File: src/rtl/dcr_pkg.sv
package dcr_pkg;
  localparam logic [7:0] OP_DISCARD = 8'h70;
  localparam logic [7:0] OP_WRITE   = 8'h80;
  localparam logic [7:0] OP_READ    = 8'hC0;
  localparam logic [7:0] OP_RECON   = 8'hE0;

  localparam int SB_CRC   = 0;
  localparam int SB_HARD  = 1;
  localparam int SB_SOFT  = 2;
  localparam int SB_FAULT = 3;

  localparam logic [2:0] RC_OK      = 3'h0;
  localparam logic [2:0] RC_SWERR   = 3'h1;
  localparam logic [2:0] RC_HWFAULT = 3'h2;
  localparam logic [2:0] RC_CANCEL  = 3'h4;

  localparam int EV_CRC      = 0;
  localparam int EV_HARD     = 1;
  localparam int EV_SOFT     = 2;
  localparam int EV_RD_RETRY = 3;
  localparam int EV_RD_FAIL  = 4;
  localparam int EV_WR_FAIL  = 5;
  localparam int EV_DC_FAIL  = 6;
  localparam int NUM_EV      = 7;

  typedef struct packed {
    logic       retry;
    logic [2:0] code;
    logic [7:0] op;
  } verdict_t;
endpackage

File: src/rtl/dcr_decide.sv
module dcr_decide
  import dcr_pkg::*;
(
  input  logic [7:0]        op,
  input  logic [3:0]        status,
  input  logic              scrub_en,
  output verdict_t          verdict,
  output logic [NUM_EV-1:0] events
);
  logic media_err;
  assign media_err = status[SB_CRC] | status[SB_HARD];

  always_comb begin
    verdict.retry = 1'b0;
    verdict.code  = RC_OK;
    verdict.op    = op;
    events        = '0;
    events[EV_CRC]  = status[SB_CRC];
    events[EV_HARD] = status[SB_HARD];
    events[EV_SOFT] = status[SB_SOFT];
    if (status != 4'd0) begin
      case (op)
        OP_READ: begin
          if (media_err && scrub_en) begin
            verdict.retry       = 1'b1;
            verdict.op          = OP_RECON;
            events[EV_RD_RETRY] = 1'b1;
          end else if (media_err || status[SB_FAULT]) begin
            verdict.code       = RC_HWFAULT;
            events[EV_RD_FAIL] = 1'b1;
          end
        end
        OP_RECON: begin
          if (media_err) begin
            verdict.code       = RC_HWFAULT;
            events[EV_RD_FAIL] = 1'b1;
          end
        end
        OP_WRITE: begin
          verdict.code       = RC_HWFAULT;
          events[EV_WR_FAIL] = 1'b1;
        end
        OP_DISCARD: begin
          verdict.code       = RC_HWFAULT;
          events[EV_DC_FAIL] = 1'b1;
        end
        default: verdict.code = RC_SWERR;
      endcase
    end
  end
endmodule

File: src/rtl/dcr_counters.sv
module dcr_counters #(
  parameter int NUM = 7,
  parameter int W   = 8
) (
  input  logic           clk,
  input  logic           rst,
  input  logic           en,
  input  logic [NUM-1:0] inc,
  output logic [NUM*W-1:0] cnt_flat
);
  localparam logic [W-1:0] TOP = {W{1'b1}};

  for (genvar i = 0; i < NUM; i++) begin : g_cnt
    logic [W-1:0] c;
    always_ff @(posedge clk) begin
      if (rst)
        c <= '0;
      else if (en && inc[i] && c != TOP)
        c <= c + 1'b1;
    end
    assign cnt_flat[i*W +: W] = c;
  end
endmodule

File: src/rtl/dcr_hold.sv
module dcr_hold #(
  parameter int TAG_W = 4
) (
  input  logic             clk,
  input  logic             rst,
  input  logic             load,
  input  logic             load_retry,
  input  logic [2:0]       load_code,
  input  logic [7:0]       load_op,
  input  logic [TAG_W-1:0] load_tag,
  input  logic             res_ready,
  input  logic             rq_ready,
  output logic             free,
  output logic             res_valid,
  output logic             rq_valid,
  output logic [2:0]       code,
  output logic [7:0]       op,
  output logic [TAG_W-1:0] tag
);
  logic held;
  logic is_retry;

  assign free      = !held || (is_retry ? rq_ready : res_ready);
  assign res_valid = held && !is_retry;
  assign rq_valid  = held && is_retry;

  always_ff @(posedge clk) begin
    if (rst) begin
      held     <= 1'b0;
      is_retry <= 1'b0;
      code     <= '0;
      op       <= '0;
      tag      <= '0;
    end else if (free) begin
      held <= load;
      if (load) begin
        is_retry <= load_retry;
        code     <= load_code;
        op       <= load_op;
        tag      <= load_tag;
      end
    end
  end
endmodule

File: src/rtl/dma_cmpl_resolver.sv
module dma_cmpl_resolver
  import dcr_pkg::*;
#(
  parameter int TAG_W = 4,
  parameter int CNT_W = 8
) (
  input  logic             clk,
  input  logic             rst,
  input  logic             scrub_en,
  input  logic             in_valid,
  output logic             in_ready,
  input  logic [7:0]       in_op,
  input  logic [3:0]       in_status,
  input  logic [TAG_W-1:0] in_tag,
  output logic             res_valid,
  input  logic             res_ready,
  output logic [2:0]       res_code,
  output logic [7:0]       res_op,
  output logic [TAG_W-1:0] res_tag,
  output logic             rq_valid,
  input  logic             rq_ready,
  output logic [7:0]       rq_op,
  output logic [TAG_W-1:0] rq_tag,
  output logic [CNT_W-1:0] cnt_crc,
  output logic [CNT_W-1:0] cnt_hard,
  output logic [CNT_W-1:0] cnt_soft,
  output logic [CNT_W-1:0] cnt_rd_retry,
  output logic [CNT_W-1:0] cnt_rd_fail,
  output logic [CNT_W-1:0] cnt_wr_fail,
  output logic [CNT_W-1:0] cnt_dc_fail
);
  verdict_t           verdict;
  logic [NUM_EV-1:0]  events;
  logic               accept;
  logic [NUM_EV*CNT_W-1:0] cnt_flat;
  logic [2:0]         h_code;
  logic [7:0]         h_op;
  logic [TAG_W-1:0]   h_tag;

  assign accept = in_valid && in_ready;

  dcr_decide u_decide (
    .op       (in_op),
    .status   (in_status),
    .scrub_en (scrub_en),
    .verdict  (verdict),
    .events   (events)
  );

  dcr_hold #(.TAG_W(TAG_W)) u_hold (
    .clk        (clk),
    .rst        (rst),
    .load       (accept),
    .load_retry (verdict.retry),
    .load_code  (verdict.code),
    .load_op    (verdict.op),
    .load_tag   (in_tag),
    .res_ready  (res_ready),
    .rq_ready   (rq_ready),
    .free       (in_ready),
    .res_valid  (res_valid),
    .rq_valid   (rq_valid),
    .code       (h_code),
    .op         (h_op),
    .tag        (h_tag)
  );

  dcr_counters #(.NUM(NUM_EV), .W(CNT_W)) u_cnt (
    .clk      (clk),
    .rst      (rst),
    .en       (accept),
    .inc      (events),
    .cnt_flat (cnt_flat)
  );

  assign res_code = h_code;
  assign res_op   = h_op;
  assign res_tag  = h_tag;
  assign rq_op    = h_op;
  assign rq_tag   = h_tag;

  assign cnt_crc      = cnt_flat[EV_CRC*CNT_W      +: CNT_W];
  assign cnt_hard     = cnt_flat[EV_HARD*CNT_W     +: CNT_W];
  assign cnt_soft     = cnt_flat[EV_SOFT*CNT_W     +: CNT_W];
  assign cnt_rd_retry = cnt_flat[EV_RD_RETRY*CNT_W +: CNT_W];
  assign cnt_rd_fail  = cnt_flat[EV_RD_FAIL*CNT_W  +: CNT_W];
  assign cnt_wr_fail  = cnt_flat[EV_WR_FAIL*CNT_W  +: CNT_W];
  assign cnt_dc_fail  = cnt_flat[EV_DC_FAIL*CNT_W  +: CNT_W];
endmodule

File: config.mk
export PLATFORM = sky130hd
export DESIGN_NAME = dma_cmpl_resolver
export DESIGN_NICKNAME = d
export VERILOG_FILES = /design/src/rtl/dcr_pkg.sv /design/src/rtl/dcr_decide.sv /design/src/rtl/dcr_counters.sv /design/src/rtl/dcr_hold.sv /design/src/rtl/dma_cmpl_resolver.sv
export SDC_FILE = /design/constraint.sdc
export NUM_CORES = 1
export LEC_CHECK = 0
export BUFFER_PORTS_ARGS = -buffer_cell sky130_fd_sc_hd__buf_2
export CAP_MARGIN = 20
export CORE_ASPECT_RATIO = 1.75
export CORE_MARGIN = 4
export CORE_UTILIZATION = 48
export DETAILED_ROUTE_END_ITERATION = 8
export PLACE_DENSITY = 0.75
export SETUP_SLACK_MARGIN = 0.05
export SYNTH_ARGS = -nofsm -noshare
export SYNTH_HDL_FRONTEND = slang
export SYNTH_HIERARCHICAL = 1
export SYNTH_SLANG_ARGS = --single-unit
File: constraint.sdc
create_clock -name clk -period 2.2 [get_ports clk]
set_input_delay 0.44 -clock clk [delete_from_list [all_inputs] [get_ports clk]]
set_output_delay 0.44 -clock clk [all_outputs]
set_load 0.02 [all_outputs]
==> results of run 1 <==
==> cell usage after synthesis (4+ instances only) <==
cell / n / area, µm²
nor3b_1: 15 / 113
inv_1: 14 / 52.6
ha_1: 7 / 87.6
and4_1: 8 / 70.1
nor2b_1: 5 / 31.3
nand4_1: 24 / 150
mux2i_1: 16 / 160
xor2_1: 6 / 52.6
clkbuf_1: 17 / 63.8
and3_1: 4 / 25.0
nand3_1: 16 / 80.1
o311ai_1: 14 / 123
buf_4: 19 / 143
and4b_1: 5 / 50.1
o21ai_0: 6 / 30.0
a311oi_1: 4 / 35.0
o21bai_1: 6 / 45.0
a211oi_1: 9 / 67.6
nand2_1: 39 / 146
buf_2: 7 / 35.0
dfxtp_1: 73 / 1460
a31oi_1: 27 / 169
nor3_1: 17 / 85.1
nor2_1: 44 / 165
a21oi_1: 16 / 80.1
==> metal layers <==
| layer | vias to the layer above | GRT usage |
|---|---|---|
| met4 | 0 | 0.111 |
| li1 | 1990 | - |
| met5 | - | 0 |
| met1 | 1941 | 0.227 |
| met3 | 15 | 0.0391 |
| met2 | 116 | 0.388 |
==> cells by family (layout without fill, tap and decap cells) <==
kind of cell,Yosys count,count (layout),synth area share
muxes,17,17,0.0419
xor gates and xnor gates,8,8,0.0169
DFF,73,73,0.352
AOI/OAI and AO/OA,99,99,0.170
and+or+nand+nor,219,219,0.311
other,1,1,0.000904
buffers and inverters,63,163,0.0860
adders and majority gates,7,7,0.0211
==> what timing repair did <==
action	in CTS	in global routing
endpoints found under the setup margin	0	5
gates resized for setup	0	1
hold buffers	0	0
==> worst reg2reg max path, stage by stage (launching register included) <==
cell,delay [ns]
dfxtp_1,0.41
mux2i_2,0.33
nand2_4,0.09
and2_2,0.29
buf_12,0.18
and4_1,0.26
nand3_1,0.11
nor2_1,0.04
a211oi_1,0.20
==> placed cells by master, fill, tap and decap left out, types with 4 or more instances in the layout <==
master / synthesis / final
mux2i_1: 16 / 16
clkbuf_16: 0 / 9
inv_1: 14 / 14
a211oi_1: 9 / 9
nand2_1: 39 / 39
xor2_1: 6 / 6
nor3_1: 17 / 17
a31oi_1: 27 / 27
and4b_1: 5 / 5
dfxtp_1: 73 / 73
o311ai_1: 14 / 14
a311oi_1: 4 / 4
a21oi_1: 16 / 16
o21bai_1: 6 / 6
ha_1: 7 / 7
buf_2: 7 / 107
buf_4: 19 / 25
nand3_1: 16 / 16
nand4_1: 24 / 24
and4_1: 8 / 8
nor2b_1: 5 / 5
nor3b_1: 15 / 15
o21ai_0: 6 / 6
nor2_1: 44 / 43
and3_1: 4 / 4
==> cell type report <==
| cell class | instances | area, µm² | share of cell area |
|---|---|---|---|
| inverter | 14 | 52.6 | 0.0104 |
| clock buffer | 12 | 246 | 0.0486 |
| clock inverter | 3 | 65.1 | 0.0128 |
| tap | 115 | 144 | 0.0284 |
| timing repair buffer | 134 | 763 | 0.151 |
| multi-input combinational | 351 | 2340 | 0.461 |
| sequential | 73 | 1460 | 0.288 |
==> path summary, 6_finish.rpt <==
check                                    start                          endpoint  slack, ns
setup / recovery                      in_op[3]  u_cnt/g_cnt[6].c[7]$_SDFFE_PP0P_       0.18
hold / removal                       in_tag[0]        u_hold/tag[0]$_SDFFE_PP0P_       0.36
setup reg to reg  u_hold/is_retry$_SDFFE_PP0P_  u_cnt/g_cnt[1].c[7]$_SDFFE_PP0P_       0.21
hold reg to reg       u_hold/held$_SDFFE_PP0P_          u_hold/held$_SDFFE_PP0P_       0.50
==> state kept, by name, indices dropped and copies added (netlist names) <==
register,flops
u_cnt/g_cnt.c,56
u_hold/op,8
u_hold/tag,4
u_hold/code,3
u_hold/is_retry,1
u_hold/held,1
==> power by group <==
part           internal [mW]  switching (mW)
combinational          0.149           0.243
sequential              1.36          0.0328
clock                   1.02           0.535
==> impl_results.html, run 1 <==
<table>
<tr><th>Metric</th><th>Value</th></tr>
<tr><th colspan="2">Run status</th></tr>
<tr><td>Result of the run</td><td>complete, no violations</td></tr>
<tr><th colspan="2">Clock network</th></tr>
<tr><td>Cell chosen for the clock root</td><td>clkbuf_16</td></tr>
<tr><td>CTS Buf Count</td><td>9</td></tr>
<tr><td>Clock transition at the registers of the reported paths</td><td>about 0.060 ns</td></tr>
<tr><td>H-tree lvl count</td><td>3</td></tr>
<tr><td>TritonCTS Sinks</td><td>73</td></tr>
<tr><td>Clock latency on the worst-skew pair</td><td>0.33 ns</td></tr>
<tr><td># Post-CTS Setup Buffers</td><td>0</td></tr>
<tr><td>CTS tree</td><td>done</td></tr>
<tr><td>Maximum buffer depth of the clock tree</td><td>2</td></tr>
<tr><th colspan="2">Floorplanning</th></tr>
<tr><td>Core area</td><td>8370 µm²</td></tr>
<tr><td>Chip width</td><td>78.3 µm</td></tr>
<tr><td>Row count</td><td>44</td></tr>
<tr><td>Height of the die</td><td>131 µm</td></tr>
<tr><td>Starting density of the core</td><td>0.496</td></tr>
<tr><td>Total die area</td><td>10200 µm²</td></tr>
<tr><td>I/O pin cnt</td><td>108</td></tr>
<tr><th colspan="2">Routing</th></tr>
<tr><td>Met2 Wirelength</td><td>5.79 mm</td></tr>
<tr><td>Initial DRC count</td><td>188</td></tr>
<tr><td>Uppermost signal routing layer after detailed routing</td><td>met4</td></tr>
<tr><td>Residual antenna-violating net count after detailed routing</td><td>0</td></tr>
<tr><td>Count of vias placed by the detailed router</td><td>4062</td></tr>
<tr><td>Aggregate routed wire length</td><td>approximately 11 mm</td></tr>
<tr><td>Wire length on met1</td><td>4.26 mm</td></tr>
<tr><td>Number of optimization iterations in the first detailed-route pass</td><td>5</td></tr>
<tr><td>WL met3</td><td>between 400 and 500 µm</td></tr>
<tr><td>DRC violations left</td><td>0</td></tr>
<tr><td>Routed wire per std cell</td><td>15.2 µm</td></tr>
<tr><td>Post-detailed-route via-to-cell ratio</td><td>about 5.8</td></tr>
<tr><th colspan="2">GRT</th></tr>
<tr><td>Vias in the first global route</td><td>between 3000 and 4000</td></tr>
<tr><td>Global Route Usage Sum</td><td>0.211</td></tr>
<tr><td>Final global-route overflow total</td><td>0</td></tr>
<tr><td>Initial antenna violation count</td><td>0</td></tr>
<tr><td>Pin count of the biggest net entering global routing</td><td>53</td></tr>
<tr><td>Global-route wire length before repair</td><td>roughly 18 mm</td></tr>
<tr><th colspan="2">Synthesis</th></tr>
<tr><td>Netlist area before placement</td><td>4150 µm²</td></tr>
<tr><td>Synthesized area per cell</td><td>8.51 µm²</td></tr>
<tr><td>Top_reg_cell synth</td><td>dfxtp_1</td></tr>
<tr><td>Net count after synthesis</td><td>516</td></tr>
<tr><td>Number of warnings printed during yosys synthesis</td><td>6</td></tr>
<tr><td>Synthesized netlist cell count</td><td>487</td></tr>
<tr><td>Synthesized flop and latch total</td><td>73</td></tr>
<tr><td>Number of flops mapped to enable cells by yosys</td><td>0</td></tr>
<tr><td>Sequential cell area fraction in the yosys report</td><td>0.352</td></tr>
<tr><td>Synth async-reset ratio</td><td>0</td></tr>
<tr><td>Synth unique cells</td><td>a little over 70</td></tr>
<tr><th colspan="2">Hold path</th></tr>
<tr><td>Min-Delay Path Class</td><td>in -&gt; reg</td></tr>
<tr><td>Cell depth of the worst hold path</td><td>3</td></tr>
<tr><th colspan="2">Setup path</th></tr>
<tr><td>Length in cells of the worst reg-to-reg path</td><td>8</td></tr>
<tr><td>Data arrival time of the worst path</td><td>2.25 ns</td></tr>
<tr><td>Cell-by-cell listing of the critical path</td><td>buf_2 &gt; nor4_4 &gt; buf_4 &gt; or2b_1 &gt; buf_4 &gt; nor2_1 &gt; nand2_4 &gt; nor2_4 &gt; a31oi_1 &gt; a311oi_1</td></tr>
<tr><td>Critical path depth</td><td>10</td></tr>
<tr><td>Crit path buffers/inverters</td><td>3</td></tr>
<tr><td>CP Capture Type</td><td>flip-flop</td></tr>
<tr><td>Top delay family on crit path</td><td>simple AND/OR/NAND/NOR gates</td></tr>
<tr><td>Critical path launch point type</td><td>input port</td></tr>
<tr><td>Crit path required time</td><td>2.43 ns</td></tr>
<tr><td>Slowest cell on the critical path</td><td>nor4_4</td></tr>
<tr><td>Critical path peak fanout</td><td>4</td></tr>
<tr><td>Critical Setup Path Class</td><td>in -&gt; reg</td></tr>
<tr><td>Peak per-stage delay on the critical path</td><td>0.28 ns</td></tr>
<tr><td>Critical path's most frequent cell</td><td>buf_4</td></tr>
<tr><th colspan="2">Placement</th></tr>
<tr><td>Post-Place Cell Area</td><td>4750 µm²</td></tr>
<tr><td>Global placer's final weighted congestion</td><td>about 0.91</td></tr>
<tr><td>I/O Buffers</td><td>107</td></tr>
<tr><td>Total instance count after detailed placement</td><td>687</td></tr>
<tr><td>Half-perimeter wire length after placement</td><td>about 7.9 mm</td></tr>
<tr><td>DP Worst Slack</td><td>-0.212 ns</td></tr>
<tr><th colspan="2">Final layout</th></tr>
<tr><td>Number of fill cells in the layout</td><td>about 760</td></tr>
<tr><td>Util after Layout</td><td>0.606</td></tr>
<tr><td>Proportion of layout cells with a drive suffix above 1</td><td>0.305</td></tr>
<tr><td>Final design area excluding fillers</td><td>5070 µm²</td></tr>
<tr><td>Post-layout instance count excluding filler cells</td><td>702</td></tr>
<tr><td>Layout overhead on the synthesized area</td><td>22.3%</td></tr>
<tr><td>Count of antenna diodes in the layout</td><td>0</td></tr>
<tr><td>Final layout net count</td><td>slightly above 600</td></tr>
<tr><th colspan="2">Pwr</th></tr>
<tr><td>Design Power</td><td>3.33 mW</td></tr>
<tr><td>Power density relative to cell area</td><td>roughly 660 nW/µm²</td></tr>
<tr><td>Cell leakage power</td><td>2.16 nW</td></tr>
<tr><td>Maximum vdd drop</td><td>around 0.00047 V</td></tr>
<tr><th colspan="2">Flow run</th></tr>
<tr><td>Max-cap violations</td><td>0</td></tr>
<tr><th colspan="2">STA</th></tr>
<tr><td>Largest clock skew in the final design</td><td>0.00554 ns</td></tr>
<tr><td>Share of the cycle needed by the critical path after routing</td><td>0.919</td></tr>
<tr><td>Hold Fails Final Rpt</td><td>0</td></tr>
<tr><td>Shortest clock period the worst path allows after layout</td><td>around 2.0 ns</td></tr>
<tr><td>Final-layout worst hold slack</td><td>0.360 ns</td></tr>
<tr><td>Number of endpoints failing setup at the final stage</td><td>0</td></tr>
<tr><td>Unrepaired setup endpoints after global routing</td><td>no</td></tr>
<tr><td>Total negative setup slack</td><td>0 ns</td></tr>
<tr><td>Final slew viol count</td><td>0</td></tr>
<tr><td>Fmax</td><td>0.495 GHz</td></tr>
<tr><td>PnR worst setup slack</td><td>0.178 ns</td></tr>
</table>
Power figures use the tool's default switching activity.
==> inputs of run 2 (changes only) <==
--- a/config.mk
+++ b/config.mk
@@ -7,9 +7,11 @@
 export LEC_CHECK = 0
 export BUFFER_PORTS_ARGS = -buffer_cell sky130_fd_sc_hd__buf_2
 export CAP_MARGIN = 20
+export CELL_PAD_IN_SITES_DETAIL_PLACEMENT = 1
+export CELL_PAD_IN_SITES_GLOBAL_PLACEMENT = 1
 export CORE_ASPECT_RATIO = 1.75
 export CORE_MARGIN = 4
-export CORE_UTILIZATION = 48
+export CORE_UTILIZATION = 35
 export DETAILED_ROUTE_END_ITERATION = 8
 export PLACE_DENSITY = 0.75
 export SETUP_SLACK_MARGIN = 0.05
==> impl_results.html, run 2 (synthesis results as in run 1) <==
<table>
<tr><th>Metric</th><th>Value</th></tr>
<tr><th colspan="2">Setup path</th></tr>
<tr><td>R2r endpoint</td><td>u_cnt/g_cnt[6].c[7]$_SDFFE_PP0P_</td></tr>
<tr><td>CP Capture Type</td><td>flip-flop</td></tr>
<tr><td>Length in cells of the worst reg-to-reg path</td><td>8</td></tr>
<tr><td>Critical path peak fanout</td><td>4</td></tr>
<tr><td>Critical Setup Path Class</td><td>in -&gt; reg</td></tr>
<tr><td>Flop-to-flop setup slack</td><td>0.28 ns</td></tr>
<tr><td>Crit path required time</td><td>2.42 ns</td></tr>
<tr><td>Startpoint of the lowest-slack register-to-register path</td><td>u_hold/is_retry$_SDFFE_PP0P_</td></tr>
<tr><td>Data arrival time of the worst path</td><td>~2.3 ns</td></tr>
<tr><td>Critical path launch point type</td><td>input port</td></tr>
<tr><th colspan="2">Final layout</th></tr>
<tr><td>Max FFs per register</td><td>56</td></tr>
<tr><td>Number of fill cells in the layout</td><td>around 1400</td></tr>
<tr><td>Util after Layout</td><td>0.440</td></tr>
<tr><td>Count of antenna diodes in the layout</td><td>0</td></tr>
<tr><td>Most common cell after layout, fill and taps aside</td><td>buf_2</td></tr>
<tr><td>Final design area excluding fillers</td><td>5100 µm²</td></tr>
<tr><td>Most flop-heavy register</td><td>u_cnt/g_cnt.c</td></tr>
<tr><td>Registers with the highest flip-flop counts</td><td>u_cnt/g_cnt.c x56, u_hold/op x8, u_hold/tag x4</td></tr>
<tr><td>Commonest non-fill, non-tap cells in the layout</td><td>107 x buf_2, 73 x dfxtp_1, 42 x nor2_1, 39 x nand2_1</td></tr>
<tr><td>Final layout net count</td><td>614</td></tr>
<tr><td>Layout overhead on the synthesized area</td><td>23.0%</td></tr>
<tr><td>Proportion of layout cells with a drive suffix above 1</td><td>0.308</td></tr>
<tr><th colspan="2">Floorplanning</th></tr>
<tr><td>Height of the die</td><td>152 µm</td></tr>
<tr><td>I/O pin cnt</td><td>108</td></tr>
<tr><td>Starting density of the core</td><td>0.358</td></tr>
<tr><td>Chip width</td><td>90.3 µm</td></tr>
<tr><td>Row count</td><td>52</td></tr>
<tr><td>Core area</td><td>11600 µm²</td></tr>
<tr><td>Total die area</td><td>13700 µm²</td></tr>
<tr><th colspan="2">Placement</th></tr>
<tr><td>Global placer's final weighted congestion</td><td>0.876</td></tr>
<tr><td>Half-perimeter wire length after placement</td><td>roughly 9.5 mm</td></tr>
<tr><td>I/O Buffers</td><td>107</td></tr>
<tr><td>Post-Place Cell Area</td><td>4790 µm²</td></tr>
<tr><th colspan="2">Clock network</th></tr>
<tr><td>CTS Buf Count</td><td>9</td></tr>
<tr><td>H-tree lvl count</td><td>3</td></tr>
<tr><td>Number of hold buffers added after cts</td><td>0</td></tr>
<tr><td>CTS tree</td><td>done</td></tr>
<tr><td>Maximum buffer depth of the clock tree</td><td>2</td></tr>
<tr><td>Clock latency on the worst-skew pair</td><td>roughly 0.33 ns</td></tr>
<tr><td>Clock transition at the registers of the reported paths</td><td>0.06 ns</td></tr>
<tr><td>TritonCTS Sinks</td><td>73</td></tr>
<tr><td>Cell chosen for the clock root</td><td>clkbuf_16</td></tr>
<tr><th colspan="2">Routing</th></tr>
<tr><td>Initial DRC count</td><td>133</td></tr>
<tr><td>Routed wire per std cell</td><td>17.2 µm</td></tr>
<tr><td>Number of optimization iterations in the first detailed-route pass</td><td>4</td></tr>
<tr><td>Aggregate routed wire length</td><td>between 10 and 15 mm</td></tr>
<tr><td>Post-detailed-route via-to-cell ratio</td><td>5.68</td></tr>
<tr><td>DRC violations left</td><td>0</td></tr>
<tr><td>Count of vias placed by the detailed router</td><td>between 4000 and 5000</td></tr>
<tr><td>Residual antenna-violating net count after detailed routing</td><td>0</td></tr>
<tr><th colspan="2">GRT</th></tr>
<tr><td>Global Route Usage Sum</td><td>0.183</td></tr>
<tr><td>Pin count of the biggest net entering global routing</td><td>45</td></tr>
<tr><td>Vias in the first global route</td><td>4268</td></tr>
<tr><td>Global-route wire length before repair</td><td>between 20 and 25 mm</td></tr>
<tr><td>Initial antenna violation count</td><td>0</td></tr>
<tr><td>Final global-route overflow total</td><td>0</td></tr>
<tr><th colspan="2">Flow run</th></tr>
<tr><td>Max-cap violations</td><td>0</td></tr>
<tr><th colspan="2">Hold path</th></tr>
<tr><td>End point of the most critical hold path</td><td>u_hold/tag[2]$_SDFFE_PP0P_</td></tr>
<tr><td>Min-Delay Path Class</td><td>in -&gt; reg</td></tr>
<tr><td>Cell depth of the worst hold path</td><td>3</td></tr>
<tr><td>Hold Startpoint</td><td>in_tag[2]</td></tr>
<tr><th colspan="2">STA</th></tr>
<tr><td>Total negative setup slack</td><td>0 ns</td></tr>
<tr><td>Unrepaired setup endpoints after global routing</td><td>no</td></tr>
<tr><td>Fmax</td><td>0.475 GHz</td></tr>
<tr><td>Shortest clock period the worst path allows after layout</td><td>2.11 ns</td></tr>
<tr><td>Final slew viol count</td><td>0</td></tr>
<tr><td>Hold Fails Final Rpt</td><td>0</td></tr>
<tr><td>Number of endpoints failing setup at the final stage</td><td>0</td></tr>
<tr><td>Share of the cycle needed by the critical path after routing</td><td>0.958</td></tr>
<tr><td>Largest clock skew in the final design</td><td>between 0.003 and 0.004 ns</td></tr>
<tr><th colspan="2">Pwr</th></tr>
<tr><td>Power density relative to cell area</td><td>~630 nW/µm²</td></tr>
<tr><td>Cell leakage power</td><td>2.16 nW</td></tr>
<tr><td>Maximum vdd drop</td><td>0.000379 V</td></tr>
<tr><th colspan="2">Run status</th></tr>
<tr><td>Result of the run</td><td>complete, no violations</td></tr>
</table>
[run 2: how the worst max path moves through the flow]
stage                                 startpoint                          endpoint
finish                                  in_op[3]  u_cnt/g_cnt[6].c[7]$_SDFFE_PP0P_
global route                            in_op[3]  u_cnt/g_cnt[3].c[7]$_SDFFE_PP0P_
CTS                                     in_op[3]  u_cnt/g_cnt[6].c[7]$_SDFFE_PP0P_
detailed placement                      in_op[3]  u_cnt/g_cnt[6].c[7]$_SDFFE_PP0P_
global placement                        in_op[3]  u_cnt/g_cnt[5].c[7]$_SDFFE_PP0P_
floorplan           u_hold/is_retry$_SDFFE_PP0P_  u_cnt/g_cnt[4].c[1]$_SDFFE_PP0P_
[run 2: layout make-up]
| type | count | area, µm² | share of cell area |
|---|---|---|---|
| multi-input cells | 351 | 2350 | 0.460 |
| clock buffers | 13 | 250 | 0.0491 |
| inverters | 14 | 52.6 | 0.0103 |
| clock inverters | 3 | 40.0 | 0.00785 |
| well taps | 135 | 169 | 0.0331 |
| repair buffers | 136 | 778 | 0.153 |
| flip-flops and latches | 73 | 1460 | 0.287 |
[run 2: per-layer routing]
layer  wire, µm  vias up  track usage
met1       4870     1997        0.192
met2       6710      109        0.340
met4        380        0       0.0855
li1           -     1987            -
met5          0        -            0
met3        495       25       0.0426
[run 2: critical path, cell delays in order]
cell,delay (ns)
buf_2,0.12
nor4_4,0.29
buf_4,0.16
or2b_1,0.26
buf_4,0.16
nor2_2,0.13
buf_4,0.15
nand2_4,0.08
nor2_4,0.11
a31oi_1,0.11
a311oi_1,0.31
[run 2: where the power goes]
group          internal, mW  total [mW]  switching [mW]
clock                 0.906        1.44           0.537
sequential             1.36        1.39          0.0353
combinational         0.148       0.396           0.247
total                  2.41        3.23           0.820
[run 2: repair_timing]
action | in CTS | in global routing
resized for setup | 0 | 4
endpoints found under the hold margin | 0 | 0
buffers inserted | 0 | 0
endpoints found under the setup margin | 0 | 16
[run 2: per-stage QoR]
| stage | power (mW) | cells | hold WS (ns) | setup slack [ns] |
|---|---|---|---|---|
| after detailed placement | 1.82 | 709 | 0.489 | -0.281 |
| after global routing | 3.39 | 725 | 0.366 | 0.0711 |
| final | 3.23 | 725 | 0.366 | 0.0930 |
| after floorplan | 1.70 | 487 | 0.511 | 0.0652 |
| after CTS | 3.30 | 725 | 0.347 | 0.0733 |
| after global placement | 1.80 | 709 | 0.487 | -0.188 |
